[config.mk]
export PLATFORM = sky130hd
export DESIGN_NAME = lsens_readout
export DESIGN_NICKNAME = d
export VERILOG_FILES = /design/src/rtl/lsens_pkg.sv /design/src/rtl/lsens_clkgen.sv /design/src/rtl/lsens_deser.sv /design/src/rtl/lsens_linectl.sv /design/src/rtl/lsens_readout.sv
export SDC_FILE = /design/constraint.sdc
export NUM_CORES = 1
export LEC_CHECK = 0
export ABC_AREA = 1
export CORE_AREA = 2 2 89 91
export DETAILED_ROUTE_END_ITERATION = 8
export DIE_AREA = 0 0 91 93
export DONT_BUFFER_PORTS = 1
export HOLD_SLACK_MARGIN = 0.06
export SYNTH_ARGS = -nofsm -noshare
export SYNTH_HDL_FRONTEND = slang
export SYNTH_SLANG_ARGS = --single-unit
[constraint.sdc]
create_clock -name clk -period 2.85 [get_ports clk]
set_input_delay 0.285 -clock clk [delete_from_list [all_inputs] [get_ports clk]]
set_output_delay 0.285 -clock clk [all_outputs]
set_load 0.03 [all_outputs]
[src/rtl/lsens_pkg.sv]
package lsens_pkg;

  localparam int PIX_W = 10;
  localparam int BCNT_W = 4;

  typedef enum logic [1:0] {
    LN_IDLE  = 2'd0,
    LN_START = 2'd1,
    LN_RUN   = 2'd2
  } line_st_e;

  function automatic logic [BCNT_W-1:0] word_bits(input logic m10);
    return m10 ? BCNT_W'(10) : BCNT_W'(8);
  endfunction

endpackage

[src/rtl/lsens_clkgen.sv]
module lsens_clkgen #(
  parameter int HALF_W = 8
) (
  input  logic              clk,
  input  logic              rst_n,
  input  logic [HALF_W-1:0] half,
  output logic              sclk,
  output logic              rise
);

  logic [HALF_W-1:0] cnt_q, cnt_d;
  logic              sclk_q, sclk_d;
  logic              wrap;

  always_comb begin
    wrap   = ({1'b0, cnt_q} + (HALF_W+1)'(1)) >= {1'b0, half};
    cnt_d  = wrap ? '0 : cnt_q + HALF_W'(1);
    sclk_d = wrap ? ~sclk_q : sclk_q;
    rise   = wrap && !sclk_q;
  end

  always_ff @(posedge clk or negedge rst_n) begin
    if (!rst_n) begin
      cnt_q  <= '0;
      sclk_q <= 1'b0;
    end else begin
      cnt_q  <= cnt_d;
      sclk_q <= sclk_d;
    end
  end

  assign sclk = sclk_q;

endmodule

[src/rtl/lsens_deser.sv]
module lsens_deser
  import lsens_pkg::*;
(
  input  logic             clk,
  input  logic             rst_n,
  input  logic             trig,
  input  logic             dout,
  input  logic             eoc_n,
  input  logic             clr,
  input  logic             m10,
  output logic             word_evt,
  output logic [PIX_W-1:0] word,
  output logic             frame_bad
);

  localparam int NSYNC = 3;

  logic [NSYNC-1:0] raw;
  logic [NSYNC-1:0] s1_q, s2_q, prev_q;
  logic             trig_fall;
  logic [PIX_W-1:0]  shift_q, shift_d;
  logic [BCNT_W-1:0] bcnt_q, bcnt_d;

  assign raw = {eoc_n, dout, trig};

  for (genvar g = 0; g < NSYNC; g++) begin : g_sync
    always_ff @(posedge clk or negedge rst_n) begin
      if (!rst_n) begin
        s1_q[g]   <= 1'b1;
        s2_q[g]   <= 1'b1;
        prev_q[g] <= 1'b1;
      end else begin
        s1_q[g]   <= raw[g];
        s2_q[g]   <= s1_q[g];
        prev_q[g] <= s2_q[g];
      end
    end
  end

  always_comb begin
    trig_fall = prev_q[0] && !s2_q[0];
    word_evt  = prev_q[2] && !s2_q[2];
    shift_d   = shift_q;
    bcnt_d    = bcnt_q;
    if (clr || word_evt) begin
      shift_d = '0;
      bcnt_d  = '0;
    end else if (trig_fall) begin
      shift_d = {shift_q[PIX_W-2:0], s2_q[1]};
      if (bcnt_q != '1) bcnt_d = bcnt_q + BCNT_W'(1);
    end
    word      = m10 ? shift_q : {{(PIX_W-8){1'b0}}, shift_q[7:0]};
    frame_bad = bcnt_q != word_bits(m10);
  end

  always_ff @(posedge clk or negedge rst_n) begin
    if (!rst_n) begin
      shift_q <= '0;
      bcnt_q  <= '0;
    end else begin
      shift_q <= shift_d;
      bcnt_q  <= bcnt_d;
    end
  end

endmodule

[src/rtl/lsens_linectl.sv]
module lsens_linectl
  import lsens_pkg::*;
#(
  parameter int LINE_PIX   = 1024,
  parameter int START_CLKS = 45,
  parameter int IDX_W      = $clog2(LINE_PIX)
) (
  input  logic             clk,
  input  logic             rst_n,
  input  logic             start_req,
  input  logic             sclk_rise,
  input  logic             word_evt,
  output logic             st_n,
  output logic             busy,
  output logic             accept,
  output logic             take,
  output logic [IDX_W-1:0] idx,
  output logic             last
);

  localparam int SC_W = $clog2(START_CLKS + 1);

  line_st_e         st_q, st_d;
  logic [SC_W-1:0]  scnt_q, scnt_d;
  logic [IDX_W-1:0] idx_q, idx_d;
  logic             stn_q, stn_d;

  always_comb begin
    st_d   = st_q;
    scnt_d = scnt_q;
    idx_d  = idx_q;
    stn_d  = stn_q;
    accept = (st_q == LN_IDLE) && start_req;
    take   = (st_q != LN_IDLE) && word_evt;
    last   = idx_q == IDX_W'(LINE_PIX - 1);
    case (st_q)
      LN_IDLE: begin
        if (start_req) begin
          st_d   = LN_START;
          scnt_d = '0;
          idx_d  = '0;
          stn_d  = 1'b0;
        end
      end
      LN_START: begin
        if (sclk_rise) begin
          if (scnt_q == SC_W'(START_CLKS)) begin
            st_d  = LN_RUN;
            stn_d = 1'b1;
          end else begin
            scnt_d = scnt_q + SC_W'(1);
          end
        end
      end
      default: ;
    endcase
    if (take) begin
      if (last) begin
        st_d  = LN_IDLE;
        idx_d = '0;
        stn_d = 1'b1;
      end else begin
        idx_d = idx_q + IDX_W'(1);
      end
    end
  end

  always_ff @(posedge clk or negedge rst_n) begin
    if (!rst_n) begin
      st_q   <= LN_IDLE;
      scnt_q <= '0;
      idx_q  <= '0;
      stn_q  <= 1'b1;
    end else begin
      st_q   <= st_d;
      scnt_q <= scnt_d;
      idx_q  <= idx_d;
      stn_q  <= stn_d;
    end
  end

  assign st_n = stn_q;
  assign busy = st_q != LN_IDLE;
  assign idx  = idx_q;

endmodule

[src/rtl/lsens_readout.sv]
module lsens_readout
  import lsens_pkg::*;
#(
  parameter int LINE_PIX   = 1024,
  parameter int START_CLKS = 45,
  parameter int HALF_W     = 8,
  parameter int IDX_W      = $clog2(LINE_PIX)
) (
  input  logic              clk,
  input  logic              rst_n,
  input  logic [HALF_W-1:0] clk_half,
  input  logic              mode10,
  input  logic              start_req,
  output logic              sens_clk,
  output logic              sens_st_n,
  input  logic              sens_trig,
  input  logic              sens_dout,
  input  logic              sens_eoc_n,
  output logic              busy,
  output logic              pix_valid,
  input  logic              pix_ready,
  output logic [PIX_W-1:0]  pix_data,
  output logic [IDX_W-1:0]  pix_index,
  output logic              pix_eol,
  output logic              frame_err,
  output logic              overrun
);

  logic [1:0]       rsync_q;
  logic             rst_i_n;
  logic             sclk_rise, accept, take, last;
  logic             word_evt, frame_bad;
  logic [PIX_W-1:0] word;
  logic [IDX_W-1:0] idx;
  logic             m10_q, m10_d;
  logic             pv_q, pv_d, eol_q, eol_d, ferr_q, ferr_d, ovr_q, ovr_d;
  logic [PIX_W-1:0] pd_q, pd_d;
  logic [IDX_W-1:0] pi_q, pi_d;
  logic             load, drop;

  always_ff @(posedge clk or negedge rst_n) begin
    if (!rst_n) rsync_q <= 2'b00;
    else        rsync_q <= {rsync_q[0], 1'b1};
  end
  assign rst_i_n = rsync_q[1];

  lsens_clkgen #(.HALF_W(HALF_W)) i_clkgen (
    .clk  (clk),
    .rst_n(rst_i_n),
    .half (clk_half),
    .sclk (sens_clk),
    .rise (sclk_rise)
  );

  lsens_linectl #(
    .LINE_PIX  (LINE_PIX),
    .START_CLKS(START_CLKS),
    .IDX_W     (IDX_W)
  ) i_linectl (
    .clk      (clk),
    .rst_n    (rst_i_n),
    .start_req(start_req),
    .sclk_rise(sclk_rise),
    .word_evt (word_evt),
    .st_n     (sens_st_n),
    .busy     (busy),
    .accept   (accept),
    .take     (take),
    .idx      (idx),
    .last     (last)
  );

  lsens_deser i_deser (
    .clk      (clk),
    .rst_n    (rst_i_n),
    .trig     (sens_trig),
    .dout     (sens_dout),
    .eoc_n    (sens_eoc_n),
    .clr      (accept),
    .m10      (m10_q),
    .word_evt (word_evt),
    .word     (word),
    .frame_bad(frame_bad)
  );

  always_comb begin
    load   = take && (!pv_q || pix_ready);
    drop   = take && pv_q && !pix_ready;
    m10_d  = accept ? mode10 : m10_q;
    pv_d   = load ? 1'b1 : (pix_ready ? 1'b0 : pv_q);
    pd_d   = load ? word : pd_q;
    pi_d   = load ? idx  : pi_q;
    eol_d  = load ? last : eol_q;
    ferr_d = accept ? 1'b0 : (ferr_q || (take && frame_bad));
    ovr_d  = accept ? 1'b0 : (ovr_q || drop);
  end

  always_ff @(posedge clk or negedge rst_i_n) begin
    if (!rst_i_n) begin
      m10_q  <= 1'b0;
      pv_q   <= 1'b0;
      pd_q   <= '0;
      pi_q   <= '0;
      eol_q  <= 1'b0;
      ferr_q <= 1'b0;
      ovr_q  <= 1'b0;
    end else begin
      m10_q  <= m10_d;
      pv_q   <= pv_d;
      pd_q   <= pd_d;
      pi_q   <= pi_d;
      eol_q  <= eol_d;
      ferr_q <= ferr_d;
      ovr_q  <= ovr_d;
    end
  end

  assign pix_valid = pv_q;
  assign pix_data  = pd_q;
  assign pix_index = pi_q;
  assign pix_eol   = eol_q;
  assign frame_err = ferr_q;
  assign overrun   = ovr_q;

endmodule

==> impl_metrics.toml <==
[outcome]
status = "complete, no violations"

[detailed_routing]
vias = 2471
ant_nets = 0
drtIter0Drc = 118
vias_per_cell = 4.87
drc_errors = 0
wl_per_cell_um = 12.4
dr.pass1.iters = 4
wirelength_mm = 6.31

[job]
max-cap-violations = 0

[synthesis]
yosys_warnings = 0
synthArstFlopShare_pct = 100
yosysSeqAreaShare_pct = 53.0
synth_cell_types = 33
ys_ff_latch = 77
synth.top_cell.area_share_pct = 46.6
synth-edff-count = 0
yosysTopAreaCell = "dfrtp_1"
synthCells = 389
netlist_top_cells_area = "dfrtp_1, nand2_1, dfstp_2"
synth_ff_type = "dfrtp_1"
synth_area_um2 = 3650
avgSynthCellArea_um2 = 9.39
synth_nets = 418

[timing]
rsz0062_at_grt = "no"
period_needed_ns = 2.33
fin_setup_tns_ns = 0
fin_crit_sh_pct = 81.9
slew_headroom_pct = 35.5
finClkSkew_ns = 0.00735
worstMarginPinSlew_ns = 0.967
finalMaxSlewViolations = 0
hold_viol = 0
fmax_mhz = 428
setup_viol = 0

[layout]
stdcell_area_um2 = 3950
diodes = 0
area_delta_synth_final_pct = 8.18
nets = 429
final_cell_mix = "nand2_1, dfrtp_1, inv_1, nand3_1, nor2_1"
drive_above_1_share_pct = 18.3
layout_commonest_cell = "nand2_1"

[critical_path]
arrival_ns = 2.57
end_kind = "register"
cpMostUsedCell = "nand2_1"
crit_chain = "ha_1 -> nand2_1 -> inv_2 -> nand2_4 -> nand2_1 -> inv_1 -> nor2_1 -> ha_1 -> nand2_1 -> inv_1 -> nand3_1 -> nand3_1 -> nand2_1 -> nand2_1 -> nand2_1 -> nand2_4 -> nand2_4 -> nand2_4 -> nand2_4 -> nand2_1 -> nand2_1"
cp.required_ns = 3.09
cp-start-kind = "register"
path_class = "register to register"
critPathMaxStageDelay_ns = 0.42
worstPathMaxFanout = 10
cpMaxStageDelayCell = "dfrtp_1"

[global_route]
grt-ovfl-total = 0
antenna_found_initial = 0
grt_max_degree = 76
grt_pass1_vias = 2492
grt_use_total_pct = 16.9
grt_pass1_wl_mm = 11.4

[power]
irDropWorstVdd_mv = 0.314
power.density_nw_per_um2 = 739
leakage_nw = 1.93

[cts]
post_cts_buffers = 0
cts.htree.levels = 3
clock_tree.root_cell = "clkbuf_8"
cts_max_path_buffers = 2
numCtsBuffers = 9
insertion_delay_ns = 0.35
clkTransAtPathRegs_ns = 0.07
clkSinkCount = 77
ctsResizeCount = 0
cts_tree = "built"

[die]
core_um2 = 7530
die_y_um = 93
fp-row-count = 32
io_pins = 43
start_util_pct = 48.5
fp.dieW_um = 91
die_area_um2 = 8460

[place]
gp_congestion = 0.775
port_buffers = 0
dp_hpwl_mm = 4.37
postPlaceCellArea_um2 = 3720

[min_path]
hp-class = "input pin to asynchronous set/reset pin"
metrics by stage:
step | hold WS (ns) | power, mW | std cells | setup WS [ns] | util (%)
final | 0.161 | 2.92 | 507 | 0.516 | 52.5
after CTS | 0.145 | 2.97 | 507 | 0.498 | 52.5
after global placement | -0.0105 | 2.21 | 485 | 0.609 | 49.5
after detailed placement | -0.0105 | 2.24 | 485 | 0.508 | 49.5
after floorplan | -0.0106 | 2.09 | 389 | 0.563 | -
after global routing | 0.147 | 3.16 | 507 | 0.232 | 52.5
kinds of logic after synthesis:
| family | synth area share, % |
|---|---|
| XOR/XNOR | 3.12 |
| AO/OA/AOI/OAI | 9.83 |
| other | 0.103 |
| AND/OR/NAND/NOR | 21.5 |
| adder cells (fa/ha/maj) | 4.45 |
| buffers and inverters | 7.91 |
| flip-flops | 53.0 |
final cells by class:
cell class / count / area (um^2)
Clock inverter: 6 / 40.0
Sequential cell: 77 / 1940
Tap cell: 102 / 128
Fill cell: 741 / 3570
Clock buffer: 10 / 128
Timing Repair Buffer: 6 / 60.1
Inverter: 61 / 229
Multi-Input combinational cell: 245 / 1430
timing repair:
item | in CTS | in global routing
endpoints found under the setup margin | 0 | 0
hold buffers | 6 | 0
hold endpoints to repair | 7 | 0
sequential cells by signal, summed over array words and instances, names as in the netlist, 3 cells and up:
name,flops
i_deser.shift_q,10
i_linectl.idx,10
pix_data,10
pix_index,10
i_clkgen.cnt_q,8
i_linectl.scnt_q,6
i_deser.bcnt_q,4
i_deser.s1_q,3
i_deser.s2_q,3
synthesized netlist by cell type, types with 6 or more instances:
| cell | count |
|---|---|
| a21oi_1 | 8 |
| dfrtp_1 | 68 |
| dfstp_2 | 9 |
| ha_1 | 13 |
| inv_1 | 49 |
| inv_2 | 11 |
| nand2_1 | 82 |
| nand2_4 | 6 |
| nand3_1 | 30 |
| nor2_1 | 29 |
| nor3_1 | 6 |
| o21ai_0 | 10 |
| o21ai_2 | 20 |
| o22ai_1 | 6 |
| xor2_1 | 12 |
metal layers:
layer / wire length [um] / track usage [%] / up-vias / part of all wire, %
met5: 0 / 0 / - / 0
met4: 100 / 8.08 / 0 / 1.6
met3: 262 / 3.87 / 8 / 4.2
met2: 2970 / 26.5 / 44 / 47
met1: 2970 / 22.2 / 1157 / 47
li1: - / - / 1262 / -
power by group:
part | internal, mW | switching (mW)
registers | 1.27 | 0.291
logic | 0.259 | 0.380
clock network | 0.313 | 0.405
total | 1.84 | 1.08
worst max-delay path, delay by kind of cell, from the launching register on:
kind / cells / cell delay, ns
and+or+nand+nor: 16 / 1.14
adders and majority gates: 2 / 0.52
DFF: 1 / 0.42
buffers and inverters: 3 / 0.17
worst paths after layout:
kind / startpoint / to / slack (ns) / cells past startpoint
worst max-delay path: i_clkgen.cnt_q[0]$_DFF_PN0_ / i_linectl.scnt_q[3]$_DFFE_PN0P_ / 0.52 / 21
worst min-delay path: rst_n / rsync_q[1]$_DFF_PN0_ / 0.16 / 1
worst max register to register: i_clkgen.cnt_q[0]$_DFF_PN0_ / i_linectl.scnt_q[3]$_DFFE_PN0P_ / 0.52 / 21
worst min register to register: i_deser.s1_q[1]$_DFF_PN1_ / i_deser.s2_q[1]$_DFF_PN1_ / 0.35 / 0
max in group asynchronous: rsync_q[1]$_DFF_PN0_ / i_deser.bcnt_q[2]$_DFFE_PN0P_ / 1.73 / 0
min in group clk: pix_ready / overrun$_DFF_PN0_ / 0.23 / 3
Note: power is estimated with default switching activity, not from simulation.
